### src/rtl/fpm_pkg.sv
package fpm_pkg;

  localparam int XW      = 64;
  localparam int SP_EXP  = 8;
  localparam int SP_MAN  = 23;
  localparam int DP_EXP  = 11;
  localparam int DP_MAN  = 52;
  localparam int SP_W    = SP_EXP + SP_MAN + 1;
  localparam int MAG_W   = XW - 1;
  localparam int CLS_W   = 10;
  localparam int SUB_W   = 3;

  localparam logic [XW-1:0] CANON_SP = {{(XW-SP_W){1'b0}}, 32'h7FC0_0000};
  localparam logic [XW-1:0] CANON_DP = 64'h7FF8_0000_0000_0000;

  typedef enum logic [1:0] {
    GRP_SGNJ   = 2'd0,
    GRP_MINMAX = 2'd1,
    GRP_CMP    = 2'd2,
    GRP_CLASS  = 2'd3
  } grp_e;

  typedef struct packed {
    logic             sgn;
    logic             is_inf;
    logic             is_zero;
    logic             is_sub;
    logic             is_norm;
    logic             is_snan;
    logic             is_qnan;
    logic [MAG_W-1:0] mag;
  } opinfo_t;

endpackage

### src/rtl/fpm_unpack.sv
module fpm_unpack
  import fpm_pkg::*;
#(
  parameter int EXP_W = 8,
  parameter int MAN_W = 23
) (
  input  logic [EXP_W+MAN_W:0] bits,
  output opinfo_t              info
);
  localparam int TOP = EXP_W + MAN_W;

  logic [EXP_W-1:0] ex;
  logic [MAN_W-1:0] mn;
  logic             ex_ones, ex_zero, mn_zero, nan;

  assign ex      = bits[TOP-1:MAN_W];
  assign mn      = bits[MAN_W-1:0];
  assign ex_ones = &ex;
  assign ex_zero = ~|ex;
  assign mn_zero = ~|mn;
  assign nan     = ex_ones & ~mn_zero;

  always_comb begin
    info         = '0;
    info.sgn     = bits[TOP];
    info.is_inf  = ex_ones & mn_zero;
    info.is_zero = ex_zero & mn_zero;
    info.is_sub  = ex_zero & ~mn_zero;
    info.is_norm = ~ex_ones & ~ex_zero;
    info.is_qnan = nan & mn[MAN_W-1];
    info.is_snan = nan & ~mn[MAN_W-1];
    info.mag     = MAG_W'(bits[TOP-1:0]);
  end

endmodule

### src/rtl/fpm_order.sv
module fpm_order
  import fpm_pkg::*;
(
  input  opinfo_t ia,
  input  opinfo_t ib,
  output logic    tot_lt,
  output logic    num_lt,
  output logic    num_eq
);
  logic mag_lt, mag_gt, mag_eq, both_zero;

  assign mag_lt    = ia.mag < ib.mag;
  assign mag_gt    = ia.mag > ib.mag;
  assign mag_eq    = ia.mag == ib.mag;
  assign both_zero = ia.is_zero & ib.is_zero;

  always_comb begin
    if (ia.sgn != ib.sgn) tot_lt = ia.sgn;
    else if (!ia.sgn)     tot_lt = mag_lt;
    else                  tot_lt = mag_gt;
  end

  assign num_lt = tot_lt & ~both_zero;
  assign num_eq = both_zero | ((ia.sgn == ib.sgn) & mag_eq);

endmodule

### src/rtl/fpm_sgnj.sv
module fpm_sgnj
  import fpm_pkg::*;
(
  input  logic             dbl,
  input  logic [SUB_W-1:0] sub,
  input  logic [XW-1:0]    a,
  input  logic             sgn_a,
  input  logic             sgn_b,
  output logic [XW-1:0]    res,
  output logic             ok
);
  logic new_sgn;

  always_comb begin
    ok      = 1'b1;
    new_sgn = sgn_b;
    case (sub)
      3'd0:    new_sgn = sgn_b;
      3'd1:    new_sgn = ~sgn_b;
      3'd2:    new_sgn = sgn_a ^ sgn_b;
      default: ok = 1'b0;
    endcase
    if (dbl) res = {new_sgn, a[XW-2:0]};
    else     res = {{(XW-SP_W){1'b0}}, new_sgn, a[SP_W-2:0]};
    if (!ok) res = '0;
  end

endmodule

### src/rtl/fpm_minmax.sv
module fpm_minmax
  import fpm_pkg::*;
(
  input  logic             dbl,
  input  logic [SUB_W-1:0] sub,
  input  opinfo_t          ia,
  input  opinfo_t          ib,
  input  logic [XW-1:0]    a_fp,
  input  logic [XW-1:0]    b_fp,
  input  logic             tot_lt,
  output logic [XW-1:0]    res,
  output logic             nv,
  output logic             ok
);
  logic a_nan, b_nan, pick_a;

  assign a_nan = ia.is_snan | ia.is_qnan;
  assign b_nan = ib.is_snan | ib.is_qnan;

  always_comb begin
    ok     = (sub == 3'd0) | (sub == 3'd1);
    pick_a = (sub == 3'd0) ? tot_lt : ~tot_lt;
    if (a_nan && b_nan) res = dbl ? CANON_DP : CANON_SP;
    else if (a_nan)     res = b_fp;
    else if (b_nan)     res = a_fp;
    else                res = pick_a ? a_fp : b_fp;
    nv = ia.is_snan | ib.is_snan;
    if (!ok) begin
      res = '0;
      nv  = 1'b0;
    end
  end

endmodule

### src/rtl/fpm_unit.sv
module fpm_unit
  import fpm_pkg::*;
(
  input  logic             clk,
  input  logic             rst_n,
  input  logic             in_valid,
  input  logic             dbl,
  input  logic [1:0]       op,
  input  logic [SUB_W-1:0] sub,
  input  logic [XW-1:0]    src_a,
  input  logic [XW-1:0]    src_b,
  output logic             out_valid,
  output logic             fp_wr,
  output logic             int_wr,
  output logic [XW-1:0]    result,
  output logic             flag_nv
);

  opinfo_t       info [2];
  logic [XW-1:0] fpv  [2];

  for (genvar gi = 0; gi < 2; gi++) begin : g_opnd
    logic [XW-1:0] raw;
    opinfo_t       inf_sp, inf_dp;
    assign raw = (gi == 0) ? src_a : src_b;
    fpm_unpack #(.EXP_W(SP_EXP), .MAN_W(SP_MAN)) u_sp (
      .bits(raw[SP_W-1:0]), .info(inf_sp));
    fpm_unpack #(.EXP_W(DP_EXP), .MAN_W(DP_MAN)) u_dp (
      .bits(raw), .info(inf_dp));
    assign info[gi] = dbl ? inf_dp : inf_sp;
    assign fpv[gi]  = dbl ? raw : {{(XW-SP_W){1'b0}}, raw[SP_W-1:0]};
  end

  logic tot_lt, num_lt, num_eq;
  fpm_order u_order (
    .ia(info[0]), .ib(info[1]),
    .tot_lt(tot_lt), .num_lt(num_lt), .num_eq(num_eq));

  logic [XW-1:0] sj_res;
  logic          sj_ok;
  fpm_sgnj u_sgnj (
    .dbl(dbl), .sub(sub), .a(src_a),
    .sgn_a(info[0].sgn), .sgn_b(info[1].sgn),
    .res(sj_res), .ok(sj_ok));

  logic [XW-1:0] mm_res;
  logic          mm_nv, mm_ok;
  fpm_minmax u_minmax (
    .dbl(dbl), .sub(sub), .ia(info[0]), .ib(info[1]),
    .a_fp(fpv[0]), .b_fp(fpv[1]), .tot_lt(tot_lt),
    .res(mm_res), .nv(mm_nv), .ok(mm_ok));

  // compare group
  logic any_nan, any_snan;
  logic cmp_bit, cmp_nv, cmp_ok;
  assign any_snan = info[0].is_snan | info[1].is_snan;
  assign any_nan  = any_snan | info[0].is_qnan | info[1].is_qnan;

  always_comb begin
    cmp_ok  = 1'b1;
    cmp_bit = 1'b0;
    cmp_nv  = 1'b0;
    case (sub)
      3'd0: begin cmp_bit = ~any_nan & (num_lt | num_eq); cmp_nv = any_nan;  end
      3'd1: begin cmp_bit = ~any_nan & num_lt;            cmp_nv = any_nan;  end
      3'd2: begin cmp_bit = ~any_nan & num_eq;            cmp_nv = any_snan; end
      default: cmp_ok = 1'b0;
    endcase
  end

  // classify / move group
  logic [CLS_W-1:0] cls_mask;
  logic [XW-1:0]    cls_res;
  logic             cls_ok;
  opinfo_t          ca;
  assign ca = info[0];

  always_comb begin
    cls_mask    = '0;
    cls_mask[0] = ca.is_inf  &  ca.sgn;
    cls_mask[1] = ca.is_norm &  ca.sgn;
    cls_mask[2] = ca.is_sub  &  ca.sgn;
    cls_mask[3] = ca.is_zero &  ca.sgn;
    cls_mask[4] = ca.is_zero & ~ca.sgn;
    cls_mask[5] = ca.is_sub  & ~ca.sgn;
    cls_mask[6] = ca.is_norm & ~ca.sgn;
    cls_mask[7] = ca.is_inf  & ~ca.sgn;
    cls_mask[8] = ca.is_snan;
    cls_mask[9] = ca.is_qnan;
  end

  always_comb begin
    cls_ok  = 1'b1;
    cls_res = '0;
    case (sub)
      3'd0: cls_res = dbl ? src_a
                          : {{(XW-SP_W){src_a[SP_W-1]}}, src_a[SP_W-1:0]};
      3'd1: cls_res = XW'(cls_mask);
      default: cls_ok = 1'b0;
    endcase
  end

  // next-state selection
  logic [XW-1:0] nxt_res;
  logic          nxt_fp, nxt_int, nxt_nv;

  always_comb begin
    nxt_res = '0;
    nxt_fp  = 1'b0;
    nxt_int = 1'b0;
    nxt_nv  = 1'b0;
    if (in_valid) begin
      case (grp_e'(op))
        GRP_SGNJ: begin
          nxt_res = sj_res;
          nxt_fp  = sj_ok;
        end
        GRP_MINMAX: begin
          nxt_res = mm_res;
          nxt_fp  = mm_ok;
          nxt_nv  = mm_nv;
        end
        GRP_CMP: begin
          nxt_res = cmp_ok ? XW'(cmp_bit) : '0;
          nxt_int = cmp_ok;
          nxt_nv  = cmp_ok & cmp_nv;
        end
        default: begin
          nxt_res = cls_res;
          nxt_int = cls_ok;
        end
      endcase
    end
  end

  // output register stage
  logic ld_en;
  assign ld_en = in_valid | out_valid;

  always_ff @(posedge clk or negedge rst_n) begin
    if (!rst_n) out_valid <= 1'b0;
    else        out_valid <= in_valid;
  end

  always_ff @(posedge clk or negedge rst_n) begin
    if (!rst_n) begin
      result  <= '0;
      fp_wr   <= 1'b0;
      int_wr  <= 1'b0;
      flag_nv <= 1'b0;
    end else if (ld_en) begin
      result  <= nxt_res;
      fp_wr   <= nxt_fp;
      int_wr  <= nxt_int;
      flag_nv <= nxt_nv;
    end
  end

endmodule

### config.mk
export PLATFORM = sky130hd
export DESIGN_NAME = fpm_unit
export DESIGN_NICKNAME = d
export VERILOG_FILES = /design/src/rtl/fpm_pkg.sv /design/src/rtl/fpm_unpack.sv /design/src/rtl/fpm_order.sv /design/src/rtl/fpm_sgnj.sv /design/src/rtl/fpm_minmax.sv /design/src/rtl/fpm_unit.sv
export SDC_FILE = /design/constraint.sdc
export NUM_CORES = 1
export LEC_CHECK = 0
export BUFFER_PORTS_ARGS = -buffer_cell sky130_fd_sc_hd__buf_2
export CELL_PAD_IN_SITES_DETAIL_PLACEMENT = 1
export CELL_PAD_IN_SITES_GLOBAL_PLACEMENT = 1
export CORE_ASPECT_RATIO = 1.25
export CORE_UTILIZATION = 41
export CTS_CLUSTER_SIZE = 8
export DETAILED_ROUTE_END_ITERATION = 10
export GPL_ROUTABILITY_DRIVEN = 0
export PLACE_DENSITY_LB_ADDON = 0.1
export SETUP_SLACK_MARGIN = 0.3
export SLEW_MARGIN = 25
export SYNTH_ARGS = -nofsm -noshare
export SYNTH_HDL_FRONTEND = slang
export SYNTH_SLANG_ARGS = --single-unit
### constraint.sdc
create_clock -name clk -period 2.5 [get_ports clk]
set_input_delay 0.75 -clock clk [delete_from_list [all_inputs] [get_ports clk]]
set_output_delay 0.75 -clock clk [all_outputs]
set_load 0.03 [all_outputs]
==> results of run 1 <==
-- kinds of logic after synthesis --
kind of cell,synth area share (%)
and+or+nand+nor,25.8
AOI/OAI and AO/OA,29.7
buffers and inverters,6.01
DFF,24.9
adders and majority gates,12.3
muxes,0.752
xor gates and xnor gates,0.513
-- through the flow --
stage	setup slack [ns]	cells	instance area, µm²	utilization (%)
3_5_place_dp	-2.05	1512	10200	62.8
3_3_place_gp	-1.96	1512	10200	62.8
2_1_floorplan	-1.63	897	7240	-
==> results.cfg, run 1 <==
[logic_synthesis]
syn-cell-area_um2 = 6830
ys_seq_area_share_pct = 24.9
yosys_warnings = 0
synth-edff-count = 0
synthArstFlopShare_pct = 100
yosysUniqueCellTypes = 59
synth_top_area_share_pct = 24.9
synth_nets = 1101
netlist_instances = 897
ys_ff_latch = 68
synthTopCellsByArea = dfrtp_1, ha_1, nand2_1
synth_most_common_cell = nand2_1
synth_common_cells = nand2_1, a21oi_1, o21ai_0
ys.flop_type = dfrtp_1
postSynthAreaPerCell_um2 = 7.61
yosysTopAreaCell = dfrtp_1

[floorplan]
die_y_um = 146
start_util_pct = 42.0
ios = 205
rows = 52
die_w_um = 117

[clock_network]
cts_max_level = 3
max-clock-path-buffers = 2
ctsRootBufferMaster = clkbuf_16
hold_buffers = 0
cts_made_buffers = 9
cts.sinks = 68
post_cts_buffers = 14
cts_resized = 123

[run_status]
lastStage = 4_1_cts
run_status = stopped before the end
error = [ERROR DPL-0033] detailed placement checks failed during check placement.

[placement]
dp_hpwl_um = 27300
port_buffers = 204
==> run 2: changes to the inputs <==
CELL_PAD_IN_SITES_DETAIL_PLACEMENT = not set   (was 1)
CELL_PAD_IN_SITES_GLOBAL_PLACEMENT = not set   (was 1)
CORE_ASPECT_RATIO = not set   (was 1.25)
CORE_UTILIZATION = 40   (was 41)
CTS_CLUSTER_SIZE = not set   (was 8)
PLACE_DENSITY_LB_ADDON = 0.15   (was 0.1)
SETUP_SLACK_MARGIN = not set   (was 0.3)
==> run 2 against run 1 <==
Compared with the run above:
- the flow now finishes, with violations (setup timing)
- synthesized cell count stayed put
- synthesized area unchanged
==> results.cfg, run 2 <==
[run_status]
run_status = finished, violations left
failed_checks = setup timing

[route]
wl_met2_um = 14100
drc = 0
wl_met3_um = 2950
route.top_layer_used = met5
wire_per_inst_um = 19.7
dr.pass1.iters = 6
drt_iter0_drc = 736
route.layer.met1.wl_um = 12700
vias = 9345
viasPerCell = 6.00
ant_nets = 0
drt_wl_total_um = 30700

[power]
power.switching_w = 0.00167
ir_worst_vdd_mv = 0.364
p_seq_share_pct = 25.9
p_comb_share_pct = 44.1
cellPowerDensity_nw_per_um2 = 401
switching_share_pct = 35.7
power.leakage_nw = 5.44
p_clk_share_pct = 30.0
internal_power_w = 0.00301

[clock_network]
clk_latency_ns = 0.36
cts.sinks = 68
cts_max_level = 3
path_clk_slew_ns = 0.06
ctsRootBufferMaster = clkbuf_16
cts_made_buffers = 9
cts_tree = done
hold_buffers = 0
max-clock-path-buffers = 2

[timing]
tightestPinTransition_ns = 0.932
hold_violations = 0
tns_ns = -79.92
fin_crit_sh_pct = 153
finalSetupViolations = 65
maxSlewViolCount = 0
finalWorstSetupSlack_ns = -1.32
relSlewSlack_pct = 37.3
layout_min_cycle_time_ns = 3.82
rsz0062_at_grt = yes
clock_skew_ns = 0.00638
fmaxAchievable_mhz = 262

[setup_path]
critPathLaunch = dbl
worstSetupPathType = in2reg
endpoint_kind = flip-flop
critPathCapture = result[13]
rr_worst_depth = 5
worstPathArrival_ns = 4.05
path_max_fanout = 8
crit_required_ns = 2.73
rr_endpoint = result[1]
r2r-start = out_valid
cp-start-kind = input port
r2r_slack_ns = 0.84

[placement]
dpl-instance-area_um2 = 10200
placed_cells = 1508
dp_slack_ns = -2.02
port_buffers = 204
dp_hpwl_um = 22200

[logic_synthesis]
synthTopCellsByArea = dfrtp_1, ha_1, nand2_1
yosysTopAreaCell = dfrtp_1
ys_ff_latch = 68
ys.flop_type = dfrtp_1
synth_top_area_share_pct = 24.9
synthArstFlopShare_pct = 100
postSynthAreaPerCell_um2 = 7.61
yosysUniqueCellTypes = 59
ys_seq_area_share_pct = 24.9
synth_most_common_cell = nand2_1
syn-cell-area_um2 = 6830
synth-edff-count = 0
synth_nets = 1101
netlist_instances = 897
yosys_warnings = 0
synth_common_cells = nand2_1, a21oi_1, o21ai_0

[final_layout]
final_common_cell = buf_4
final_nets = 1535
fin_cells = 1558
area_delta_synth_final_pct = 71.2
fin_util_pct = 70.2
top_register = result
drive_gt1_share_pct = 49.0
layout_common_cells = buf_4, buf_2, nand2_1, a21oi_1, dfrtp_1
fin_area_um2 = 11700
largest_reg_flops = 64

[global_routing]
grt_max_degree = 42
grt_pass1_wl_um = 46800
antenna_found_initial = 3
grt_pass1_vias = 8847
grt_overflow = 0
grt_usage_pct = 33.7

[floorplan]
die_w_um = 133
rows = 47
ios = 205
dieArea_um2 = 17600
core_area_um2 = 16600
die_y_um = 133
start_util_pct = 41.0

[hold_path]
hold_class = in2async

[job]
drv_cap = 0
## run 2: cell counts after synthesis
Identical to the previous run, type by type.
## run 2: power by group through the flow
stage	Clock, W	Sequential [W]	Combinational, W
3_3_place_gp	0	0.00123	0.00160
5_1_grt	0.00146	0.00122	0.00219
2_1_floorplan	0	0.00136	0.000704
4_1_cts	0.00141	0.00121	0.00190
6_report	0.00141	0.00121	0.00207
3_5_place_dp	0	0.00123	0.00163
## run 2: cell families after synthesis
group                    count (synthesis)  synth area share [%]
adder cells (fa/ha/maj)                 67                  12.3
XOR/XNOR                                 4                 0.513
AO/OA/AOI/OAI                          312                  29.7
flip-flops                              68                  24.9
buffers and inverters                  104                  6.01
multiplexers                             5                 0.752
AND/OR/NAND/NOR                        337                  25.8
## run 2: cell type report
class / count / area [µm²]
Clock buffer: 13 / 280
Tap cell: 220 / 275
Antenna cell: 2 / 5.00
Clock inverter: 3 / 42.5
Timing Repair Buffer: 488 / 3560
Sequential cell: 68 / 1700
Fill cell: 1287 / 4960
Inverter: 38 / 143
Multi-Input combinational cell: 726 / 5680
## run 2: worst max-delay path, stage by stage
cell,delay (ns)
buf_12,0.13
buf_8,0.13
and2_1,0.15
ha_1,0.28
nand4_1,0.14
buf_4,0.18
nor4_4,0.29
buf_4,0.19
nand3_4,0.09
a21oi_2,0.19
nor2_1,0.10
a221oi_4,0.30
buf_6,0.16
xnor2_4,0.08
o21ai_4,0.26
buf_12,0.15
buf_16,0.11
nor4_1,0.05
a221o_1,0.30
## run 2: how the worst min path moves through the flow
stage | start | to | slack, ns | cells past startpoint
after detailed placement | result[3] | result[3] | 0.48 | 2
after global placement | result[3] | result[3] | 0.47 | 2
after CTS | rst_n | result[12] | 0.41 | 1
final | rst_n | result[12] | 0.40 | 1
after floorplan | rst_n | flag_nv | 0.45 | 0
after global routing | rst_n | result[12] | 0.43 | 1
## run 2: what timing repair did
item / in CTS / in global routing
resized for setup: 111 / 65
pin swaps: 64 / 42
endpoints found under the setup margin: 65 / 65
buffers inserted: 17 / 9
cloned: 7 / 1
## run 2: stage by stage
| step | power [W] | hold WS [ns] |
|---|---|---|
| after floorplan | 0.00207 | 0.454 |
| after global placement | 0.00283 | 0.470 |
| after detailed placement | 0.00286 | 0.476 |
| after CTS | 0.00452 | 0.405 |
| after global routing | 0.00487 | 0.431 |
| final | 0.00468 | 0.397 |
## run 2: routing by layer
metal,vias to the layer above,global-route usage [%]
met4,2,12.8
met3,80,5.86
met5,-,0
met1,4434,45.7
met2,531,53.5
li1,4298,-
No activity file was read; power rests on OpenSTA's default activity.
==> run 3: changes to the inputs <==
BUFFER_PORTS_ARGS = not set   (was -buffer_cell sky130_fd_sc_hd__buf_2)
DONT_BUFFER_PORTS = 1   (was not set)
==> run 3 against run 2 <==
Compared with the run above:
- the run still ends with setup timing left
- clock-buffer cell count shrank 1
- maximum frequency grew 8.6%
- flip-flop and latch count is the same
- hold slack lost 0.30 ns
- clock power is essentially flat
- largest power group unchanged
==> results.cfg, run 3 (synthesized netlist as in run 2, its figures left out) <==
[run_status]
run_status = finished, violations left
failed_checks = setup timing

[power]
p_seq_share_pct = 32.0
cellPowerDensity_nw_per_um2 = 431
internal_power_w = 0.00280
total_power_w = 0.00426
ir_worst_vdd_mv = 0.370
power.switching_w = 0.00146
power.leakage_nw = 3.82
p_clk_share_pct = 33.8
p_comb_share_pct = 34.2
switching_share_pct = 34.3

[clock_network]
cts.sinks = 68
cts_max_level = 3
cts_made_buffers = 9
clk_latency_ns = 0.36
cts_tree = done
max-clock-path-buffers = 2
ctsRootBufferMaster = clkbuf_16
path_clk_slew_ns = 0.06

[setup_path]
path_cells = and2_1 > ha_1 > nand2_2 > o21ai_1 > a221oi_2 > o22ai_4 > or4_4 > a221oi_4 > buf_6 > xnor2_4 > o21ai_4 > buf_12 > buf_8 > nor4_2 > a221o_1
endpoint_kind = flip-flop
r2r-start = out_valid
worstPathArrival_ns = 3.75
cp.buffers_inverters = 3
r2r_slack_ns = 1.00
slowest_stage = or4_4
cp_top_family = compound AO/OA/AOI/OAI gates
cpPeakStageDelay_ns = 0.44
crit_required_ns = 2.73
path_max_fanout = 78
rr_endpoint = result[56]
cp-start-kind = input port
rr_worst_depth = 4
worstSetupPathType = in2reg

[timing]
fmaxAchievable_mhz = 284
relSlewSlack_pct = 54.8
finalWorstSetupSlack_ns = -1.02
hold_violations = 0
tns_ns = -61.94
tightestPinTransition_ns = 0.677
rsz0062_at_grt = yes
fin_crit_sh_pct = 141
finalSetupViolations = 65
layout_min_cycle_time_ns = 3.52
clock_skew_ns = 0.0108
maxSlewViolCount = 0

[final_layout]
n_antenna_cell = 0
top_register = result
drive_gt1_share_pct = 37.1
final_nets = 1187
layout_common_cells = nand2_1, buf_4, dfrtp_1, a21oi_1, o21ai_0
largest_reg_flops = 64
area_delta_synth_final_pct = 44.8

[global_routing]
use_met3_pct = 9.96
antenna_found_initial = 0
grt_pass1_wl_um = 44500
grt_max_degree = 100
globalRoute.busiestLayer = met2
met1_usage_pct = 40.6
grt_pass1_vias = 7974
grt_overflow = 0
grt_use_met2_pct = 51.9
grt_usage_pct = 32.3

[floorplan]
ios = 205
rows = 47
dieArea_um2 = 17600
die_y_um = 133
die_w_um = 133
start_util_pct = 41.0
core_area_um2 = 16600

[placement]
dp_hpwl_um = 20000
port_buffers = 0
dp_slack_ns = -1.69

[route]
viasPerCell = 6.67
drt_wl_total_um = 29600
vias = 8059
drc = 0
drt_iter0_drc = 648
dr.pass1.iters = 5
ant_nets = 0
wire_per_inst_um = 24.5

[job]
drv_cap = 0

[hold_path]
hold_class = in2async
[run 3: per-layer routing]
metal / vias to the layer above / share of wire [%] / routed length, µm
met4: 0 / 3.0 / 893
met5: - / 0 / 0
met2: 442 / 47 / 14000
met3: 75 / 10 / 3000
met1: 3945 / 40 / 11700
li1: 3597 / - / -
[run 3: worst register-to-register path: stages, from the launching register on]
cell,delay (ns)
dfrtp_1,0.42
nor2_4,0.32
buf_4,0.36
a221oi_1,0.18
a21oi_2,0.16
[run 3: cell type report]
cell class	instances	area (µm²)
fillers	1427	6760
multi-input cells	726	6110
flip-flops and latches	68	1700
repair buffers	140	1330
well taps	220	275
clock buffers	12	246
inverters	38	150
clock inverters	4	72.6
[run 3: timing repair]
item	in CTS	in global routing
buffers inserted	16	8
resized for setup	160	81
endpoints found under the setup margin	65	65
hold buffers	0	0
gates cloned	4	4
pin swaps	87	62
[run 3: worst max path at each step]
stage	startpoint	cells after the start	endpoint	slack, ns
after global routing	dbl	15	result[33]	-1.12
after floorplan	dbl	17	result[12]	-1.63
after CTS	dbl	15	result[18]	-0.97
final	dbl	15	result[19]	-1.02
after detailed placement	src_b[8]	15	result[15]	-1.69
after global placement	src_b[8]	15	result[10]	-1.71
[run 3: power by group through the flow]
stage / Combinational [W] / Sequential, W / Clock (W)
after global placement: 0.000915 / 0.00138 / 0
after CTS: 0.00129 / 0.00136 / 0.00146
after detailed placement: 0.000947 / 0.00138 / 0
final: 0.00146 / 0.00136 / 0.00144
after global routing: 0.00155 / 0.00137 / 0.00150
after floorplan: 0.000704 / 0.00136 / 0
[run 3: stage by stage]
stage | hold slack [ns] | util, % | instances | cell area, µm²
floorplan | 0.454 | - | 897 | 7240
global placement | 0.457 | 48.2 | 1165 | 8020
detailed placement | 0.457 | 48.2 | 1165 | 8020
CTS | 0.0746 | 56.1 | 1199 | 9340
global route | 0.0805 | 59.4 | 1208 | 9880
finish | 0.0937 | 59.4 | 1208 | 9880
